File: config.mk
export PLATFORM = sky130hd
export DESIGN_NAME = sio_cfg_port
export DESIGN_NICKNAME = d
export VERILOG_FILES = /design/src/rtl/sio_cfg_pkg.sv /design/src/rtl/sio_addr_decode.sv /design/src/rtl/sio_index_reg.sv /design/src/rtl/sio_cfg_array.sv /design/src/rtl/sio_cfg_port.sv
export SDC_FILE = /design/constraint.sdc
export NUM_CORES = 1
export LEC_CHECK = 0
export BUFFER_PORTS_ARGS = -buffer_cell sky130_fd_sc_hd__buf_2
export CORE_MARGIN = 1.5
export CORE_UTILIZATION = 55
export CTS_CLUSTER_DIAMETER = 40
export DETAILED_ROUTE_END_ITERATION = 10
export PLACE_DENSITY = 0.84
export SLEW_MARGIN = 20
export SYNTH_ARGS = -nofsm -noshare
export SYNTH_HDL_FRONTEND = slang
export SYNTH_HIERARCHICAL = 1
export SYNTH_SLANG_ARGS = --single-unit
File: constraint.sdc
create_clock -name clk -period 5.4 [get_ports clk]
set_input_delay 1.08 -clock clk [delete_from_list [all_inputs] [get_ports clk]]
set_output_delay 1.08 -clock clk [all_outputs]
set_load 0.02 [all_outputs]
File: src/rtl/sio_cfg_pkg.sv
package sio_cfg_pkg;
  localparam int IDX_W   = 8;
  localparam int DATA_W  = 8;
  localparam int ENTRIES = 1 << IDX_W;

  // Write-protect map: only these indices accept data writes.
  function automatic logic cfg_writable(input logic [IDX_W-1:0] idx);
    return idx inside {[8'hE0:8'hE3], [8'hE6:8'hE8], [8'hEE:8'hF2],
                       8'hF4, 8'hF6, 8'hF8, 8'hFC};
  endfunction

  // Per-entry reset value.
  function automatic logic [DATA_W-1:0] cfg_reset_val(input logic [IDX_W-1:0] idx);
    case (idx)
      8'hE0:   return 8'h3C;
      8'hE2:   return 8'h03;
      8'hE3:   return 8'hFC;
      8'hE6:   return 8'hDE;
      8'hE7:   return 8'hFE;
      8'hE8:   return 8'hBE;
      default: return '0;
    endcase
  endfunction
endpackage

File: src/rtl/sio_addr_decode.sv
module sio_addr_decode #(
  parameter int ADDR_W = 16,
  parameter logic [ADDR_W-1:0] BASE_ADDR = 16'h03F0
) (
  input  logic              port_en,
  input  logic [ADDR_W-1:0] addr,
  output logic              idx_hit,
  output logic              dat_hit
);
  localparam logic [ADDR_W-1:0] DATA_ADDR = BASE_ADDR + ADDR_W'(1);

  assign idx_hit = port_en && (addr == BASE_ADDR);
  assign dat_hit = port_en && (addr == DATA_ADDR);
endmodule

File: src/rtl/sio_index_reg.sv
module sio_index_reg
  import sio_cfg_pkg::*;
(
  input  logic             clk,
  input  logic             rst_n,
  input  logic             load,
  input  logic [IDX_W-1:0] din,
  output logic [IDX_W-1:0] idx_q
);
  always_ff @(posedge clk or negedge rst_n) begin
    if (!rst_n)    idx_q <= '0;
    else if (load) idx_q <= din;
  end
endmodule

File: src/rtl/sio_cfg_array.sv
module sio_cfg_array
  import sio_cfg_pkg::*;
(
  input  logic              clk,
  input  logic              rst_n,
  input  logic              wr_req,
  input  logic [IDX_W-1:0]  sel_idx,
  input  logic [DATA_W-1:0] wdata,
  output logic [DATA_W-1:0] rdata
);
  logic [DATA_W-1:0] ent [ENTRIES];

  for (genvar g = 0; g < ENTRIES; g++) begin : g_ent
    localparam logic [IDX_W-1:0]  MY_IDX = IDX_W'(g);
    localparam logic [DATA_W-1:0] RST_V  = cfg_reset_val(MY_IDX);
    localparam bit                CAN_WR = cfg_writable(MY_IDX);
    if (CAN_WR) begin : g_rw
      logic [DATA_W-1:0] q;
      always_ff @(posedge clk or negedge rst_n) begin
        if (!rst_n)                           q <= RST_V;
        else if (wr_req && sel_idx == MY_IDX) q <= wdata;
      end
      assign ent[g] = q;
    end else begin : g_ro
      assign ent[g] = RST_V;
    end
  end

  assign rdata = ent[sel_idx];
endmodule

File: src/rtl/sio_cfg_port.sv
module sio_cfg_port
  import sio_cfg_pkg::*;
#(
  parameter int ADDR_W = 16,
  parameter logic [ADDR_W-1:0] BASE_ADDR = 16'h03F0
) (
  input  logic              clk,
  input  logic              rst_n,
  input  logic              port_en,
  input  logic [ADDR_W-1:0] io_addr,
  input  logic              io_wr,
  input  logic              io_rd,
  input  logic [DATA_W-1:0] io_wdata,
  output logic              io_claim,
  output logic [DATA_W-1:0] io_rdata
);
  // Named internal events
  logic              idx_hit, dat_hit;
  logic              idx_wr_ev, dat_wr_ev, rd_ev;
  logic [IDX_W-1:0]  index_q;
  logic [DATA_W-1:0] sel_entry;

  sio_addr_decode #(.ADDR_W(ADDR_W), .BASE_ADDR(BASE_ADDR)) u_dec (
    .port_en (port_en),
    .addr    (io_addr),
    .idx_hit (idx_hit),
    .dat_hit (dat_hit)
  );

  assign idx_wr_ev = io_wr && idx_hit;
  assign dat_wr_ev = io_wr && dat_hit;
  assign rd_ev     = io_rd && (idx_hit || dat_hit);

  sio_index_reg u_idx (
    .clk   (clk),
    .rst_n (rst_n),
    .load  (idx_wr_ev),
    .din   (io_wdata[IDX_W-1:0]),
    .idx_q (index_q)
  );

  sio_cfg_array u_arr (
    .clk     (clk),
    .rst_n   (rst_n),
    .wr_req  (dat_wr_ev),
    .sel_idx (index_q),
    .wdata   (io_wdata),
    .rdata   (sel_entry)
  );

  always_ff @(posedge clk or negedge rst_n) begin
    if (!rst_n) begin
      io_claim <= 1'b0;
      io_rdata <= '0;
    end else begin
      io_claim <= rd_ev;
      if (rd_ev && idx_hit)      io_rdata <= DATA_W'(index_q);
      else if (rd_ev)            io_rdata <= sel_entry;
      else                       io_rdata <= '0;
    end
  end

  // index write lands in the index register
  p_index_load_r1: assert property (@(posedge clk) disable iff (!rst_n)
    (port_en && io_wr && io_addr == BASE_ADDR) |=> index_q == $past(io_wdata[IDX_W-1:0]));

  // data read returns the entry selected at the time of the read
  p_data_read_r2: assert property (@(posedge clk) disable iff (!rst_n)
    (port_en && io_rd && io_addr == BASE_ADDR + ADDR_W'(1))
      |=> io_claim && io_rdata == $past(sel_entry));

  // write to a protected entry leaves it unchanged
  p_ro_keep_r4: assert property (@(posedge clk) disable iff (!rst_n)
    (dat_wr_ev && !cfg_writable(index_q)) |=> $stable(sel_entry));

  // disabled port never claims
  p_off_noclaim_r6: assert property (@(posedge clk) disable iff (!rst_n)
    !port_en |=> !io_claim);

  // disabled writes touch nothing visible
  p_off_nowrite_r7: assert property (@(posedge clk) disable iff (!rst_n)
    (!port_en && io_wr) |=> $stable(index_q) && $stable(sel_entry));
endmodule

# [After elaboration in Yosys (flattened, before gate mapping)]
# Index checks and enable logic that the tools add are counted.
[totals] ff_bits=145 inputBits=29 out_inout_bits=9 elab_cells=67
[op_classes] order_cmp=1 eq_ne=18 n_mux=5 bitwise=1 reduce_logical=23
[ops] cell="== test 8 bit (second input constant)" count=16
[ops] cell="binary-select mux 8 bit (select 8 bit)" count=1
[ops] cell="== test 16 x 10 -> 1 bit (second input constant)" count=2
[ops] cell="2-to-1 mux 8 bit" count=4
[ops] cell="logical AND 1 bit" count=22
[ops] cell=">= comparator 9 bit (second input constant)" count=1
[ops] cell="NOT 8 -> 9 bit" count=1
[ops] cell="logical OR 1 bit" count=1

# [Logic depth before layout (Yosys ltp)]
[depth] depth_word=6 mapped_depth=9 mapped_depth_nobuf=8

# [Modules after synthesis]
# The synthesis kept the hierarchy.
[by_module_without_submodules] module="sio_cfg_array" n_inst=1 cells_each=424 area_each_um2=6187.2
[by_module_without_submodules] module="sio_cfg_port" n_inst=1 cells_each=39 area_each_um2=416.6
[by_module_without_submodules] module="sio_index_reg" n_inst=1 cells_each=17 area_each_um2=331.6
[by_module_without_submodules] module="sio_addr_decode" n_inst=1 cells_each=8 area_each_um2=65.1

# [Least setup slack after synthesis]
# OpenSTA, ideal clock, no wires.
[synth_path] kind="in2reg" startpoint="in io_addr[15]" endpoint="reg u_arr.g_ent[224].g_rw.q[0]" arrival_time_ns=3.032 slack_ns=2.243 cell_stages=8 path_buffers=0 cell_sequence="nor4b_2 > nand2_1 > nor4_1 > and2_1 > and3_1 > nand3_1 > nor2_2 > mux2_2"
[synth_via] elab_chain_cells=4
[synth_rtl] item="start: declaration" line="sio_cfg_port.sv:10" rtl="input logic [ADDR_W-1:0] io_addr,"
[synth_rtl] item="== test 16 x 10 -> 1 bit" line="sio_addr_decode.sv:13" rtl="assign dat_hit = port_en && (addr == DATA_ADDR);"
[synth_rtl] item="logical AND 1 bit" line="sio_addr_decode.sv:13"
[synth_rtl] item="named net dat_hit" line="sio_cfg_port.sv:18" rtl="logic idx_hit, dat_hit;"
[synth_rtl] item="logical AND 1 bit" line="sio_cfg_port.sv:31" rtl="assign dat_wr_ev = io_wr && dat_hit;"
[synth_rtl] item="named net dat_wr_ev" line="sio_cfg_port.sv:19" rtl="logic idx_wr_ev, dat_wr_ev, rd_ev;"
[synth_rtl] item="logical AND 1 bit" line="sio_cfg_array.sv:21" rtl="else if (wr_req && sel_idx == MY_IDX) q <= wdata;"
[synth_rtl] item="end signal: assignment" line="sio_cfg_array.sv:21"
[synth_rtl] item="end: declaration" line="sio_cfg_array.sv:18" rtl="logic [DATA_W-1:0] q;"
# The timed path passes the listed nets, and every way through them passes these cells.
# A chain may end at the register's enable or synchronous reset.

# [Final worst setup path]
[layout_path] startpoint="in io_addr[11]" endpoint="reg u_arr.g_ent[224].g_rw.q[1]"
# The elaborated chain is that of the path after synthesis.

==> flow_summary.yaml <==
timing:
  slew_headroom_pct: 35.6
  finalClockSkew_ns: 0.0139
  whs_ns: 0.497
  setup_tns_ns: 0
  timing.fmax_mhz: 299
  timing_hold_violations_final: 0
  timing.final.crit_share_pct: 61.9
  setup_slack_ns: 2.06
  worst-slew-pin-transition_ns: 0.966
  report.final.setup_viol: 0
  finalWorstPathRequiredPeriod_ns: 3.34
  setup_repair_after_global_routing_missed_its_margin: "false"
  drv_slew: 0
hold_path:
  hold_end: "u_arr/g_ent[252].g_rw.q[1]$_DFFE_PN0P_"
  hold_path_class: "reg -> reg"
  holdPathStages: 1
  worst_hold_startpoint: "u_arr/g_ent[252].g_rw.q[1]$_DFFE_PN0P_"
critical_path:
  worst-path-buf-inv: 1
  reg2reg_to: "io_rdata[4]$_DFF_PN0_"
  r2r_start: "u_idx/idx_q[0]$_DFFE_PN0P_"
  worstPathCellList: "buf_2 > nor4_2 > nand2_1 > nor4_1 > and2_1 > and3_1 > nand3_1 > nor2_2 > mux2_2"
  timing.reg2reg.worst_path_depth: 7
  critical_path.startpoint: "io_addr[11]"
  path_delay_family: "simple AND/OR/NAND/NOR gates"
  worstSetupStartpointType: "input port"
  slowest_stage_delay_cp_ns: 0.49
  timing.critical_path.required_ns: 5.70
  critPathArrivalTime_ns: 3.64
  reg2reg_slack_ns: 2.27
  endpoint_kind: "flip-flop"
  crit_type: "in -> reg"
  cp_max_fo: 8
  timing.critical_path.slowest_stage_cell: "sky130_fd_sc_hd__nor2_2"
power_and_ir_drop:
  switching_power_uw: 467
  cellInternalPower_mw: 1.74
  ir_worst_vdd_uv: 202
  power_frac_clock_pct: 48.3
  power.leakage_nw: 3.48
  combinationalPowerShare_pct: 2.4
  power_per_cell_area_nw_per_um2: 282
  swShare_pct: 21.2
  sequentialPowerShare_pct: 49.3
placement:
  dp_slack_ns: 1.63
  placer_congestion_estimate: 0.876
  portBuffers: 37
  dp.final_hpwl_um: 10100
  placement.cell_area_um2: 7290
yosys:
  yosys_register_bits: 145
  yosys_warnings: 6
  avgSynthCellArea_um2: 14.3
  netlist_area_um2: 7000
  cell_count_after_synthesis: 488
  yosys.cell_types.count: 57
  synth_edf_count: 0
  yosys_most_used_dff: "sky130_fd_sc_hd__dfrtp_1"
  synthArstFlopShare_pct: 100
  syn_nets: 517
  synth.yosys.seq_area_share_pct: 52.4
clocking:
  number_of_buffers_created_by_cts: 17
  worst_setup_hold_path_clk_slew_ns: 0.06
  cts_tree: "yes"
  ctsHoldBuffers: 0
  clock_tree.buffer_depth: 2
  cts.sink_count: 145
  clock-root-buffer: "sky130_fd_sc_hd__clkbuf_16"
  clk_latency_ns: 0.43
  htree_levels: 4
  post_cts_resize_count: 0
  postCtsSetupBuffers: 0
final_layout:
  num-fill-cells: 960
  final_common_cell: "sky130_fd_sc_hd__mux2_2"
  layout.cell_area.non_filler_um2: 7820
  final_nets: 551
  areaGrowthSynthToFinish_pct: 11.8
  n_antenna_cell: 0
  mostFrequentLayoutCells: "sky130_fd_sc_hd__mux2_2, sky130_fd_sc_hd__dfrtp_1, sky130_fd_sc_hd__buf_2"
  layout-drive-gt1-share_pct: 54.0
die:
  starting_utilization_of_the_core_area_pct: 55.9
  floorplan.io_pins: 38
  coreArea_um2: 12500
  die_x_um: 116
  core.rowCount: 41
  fp.dieArea_um2: 13400
  floorplan.die.height_um: 116
drt:
  wl_per_cell_um: 22.2
  dr_wl_met2_um: 7860
  drc: 0
  post_drt_antenna_nets: 0
  route.top_layer_used: "met4"
  wl_met3_um: 750
  vias_post_dr: 4414
  wl_met1_um: 6760
  detailedRoute.firstPassIterationCount: 5
  routed_wirelength_um: 15700
  drt_iter0_drc: 251
  drt-vias-per-instance: 6.24
global_routing:
  grt_first_pass_wirelength_um: 24400
  initial_antenna_violation_count: 0
  global_route.usage.total_pct: 24.9
  grt_start_max_net_pins: 108
  via_count_of_the_first_global_routing_pass: 4500
  global_route.overflow_total: 0
run:
  cap_viol_max_count: 0
run_status:
  outcome: "completed"
[layout make-up]
type | instances | area (µm²) | area share, %
Sequential cell | 145 | 3670 | 46.9
Multi-Input combinational cell | 312 | 3160 | 40.4
Clock buffer | 25 | 465 | 5.95
Timing Repair Buffer | 43 | 236 | 3.02
Tap cell | 172 | 215 | 2.75
Clock inverter | 7 | 65.1 | 0.832
Inverter | 3 | 11.3 | 0.144
[routing by layer]
layer  vias up  GRT usage [%]
met4         0           10.6
met2       149           40.1
met1      2326           32.2
met3        27           6.22
met5         -              0
li1       1912              -
[power groups by stage]
stage | clock (mW) | combinational, mW | sequential [mW]
6_report | 1.07 | 0.0528 | 1.09
5_1_grt | 1.13 | 0.0592 | 1.09
4_1_cts | 1.08 | 0.0540 | 1.09
3_5_place_dp | 0 | 0.0538 | 1.11
3_3_place_gp | 0 | 0.0521 | 1.11
2_1_floorplan | 0 | 0.00940 | 1.11
[per-stage QoR]
step | power [mW] | cells | utilization (%)
after floorplan | 1.12 | 488 | -
after global placement | 1.16 | 675 | 58.3
after detailed placement | 1.16 | 675 | 58.3
after CTS | 2.22 | 707 | 62.5
after global routing | 2.27 | 707 | 62.5
final | 2.21 | 707 | 62.5
[worst max path at each step]
stage / endpoint / slack [ns] / cells after the start
after global routing: u_arr/g_ent[224].g_rw.q[1]$_DFFE_PN0P_ / 1.87 / 9
after CTS: u_arr/g_ent[224].g_rw.q[7]$_DFFE_PN0P_ / 2.05 / 9
after global placement: u_arr/g_ent[227].g_rw.q[1]$_DFFE_PN0P_ / 1.68 / 9
after floorplan: u_arr/g_ent[224].g_rw.q[0]$_DFFE_PN0P_ / 2.24 / 8
after detailed placement: u_arr/g_ent[224].g_rw.q[1]$_DFFE_PN0P_ / 1.63 / 9
final: u_arr/g_ent[224].g_rw.q[1]$_DFFE_PN0P_ / 2.06 / 9
[cell usage after synthesis, types with 3 or more instances]
cell,number,area (µm²)
sky130_fd_sc_hd__nand2b_1,7,43.8
sky130_fd_sc_hd__dfstp_2,31,815
sky130_fd_sc_hd__nor2_2,10,62.6
sky130_fd_sc_hd__nor3_4,5,81.3
sky130_fd_sc_hd__nand2b_2,5,43.8
sky130_fd_sc_hd__buf_6,4,45.0
sky130_fd_sc_hd__mux2_4,8,120
sky130_fd_sc_hd__mux2_2,131,1480
sky130_fd_sc_hd__buf_4,5,37.5
sky130_fd_sc_hd__and3_1,5,31.3
sky130_fd_sc_hd__o22ai_1,7,43.8
sky130_fd_sc_hd__buf_2,9,45.0
sky130_fd_sc_hd__o21ai_0,10,50.1
sky130_fd_sc_hd__a221oi_1,6,52.6
sky130_fd_sc_hd__mux4_2,17,383
sky130_fd_sc_hd__nor2b_1,5,31.3
sky130_fd_sc_hd__a21oi_1,5,25.0
sky130_fd_sc_hd__a22o_1,3,26.3
sky130_fd_sc_hd__nand4b_1,4,35.0
sky130_fd_sc_hd__inv_1,3,11.3
sky130_fd_sc_hd__nand3_1,12,60.1
sky130_fd_sc_hd__and2_1,4,25.0
sky130_fd_sc_hd__clkbuf_1,10,37.5
sky130_fd_sc_hd__a211oi_1,3,22.5
sky130_fd_sc_hd__mux2i_1,12,120
sky130_fd_sc_hd__nand2_1,7,26.3
sky130_fd_sc_hd__nor4_1,4,25.0
sky130_fd_sc_hd__nor2_4,3,33.8
sky130_fd_sc_hd__dfrtp_1,114,2850
[sequential cells by signal (all words and copies together), names as in the netlist]
name	cells
u_arr/g_ent.g_rw.q	128
io_claim	1
io_rdata	8
u_idx/idx_q	8
[cell families (layout without fill, tap and decap cells)]
group	Yosys count	count (layout)	share of synthesized area (%)
mux	170	170	30.3
compound gates	51	51	5.27
flops	145	145	52.4
buf+inv	31	78	2.52
simple gates	91	91	9.53
Power figures use the tool's default switching activity.
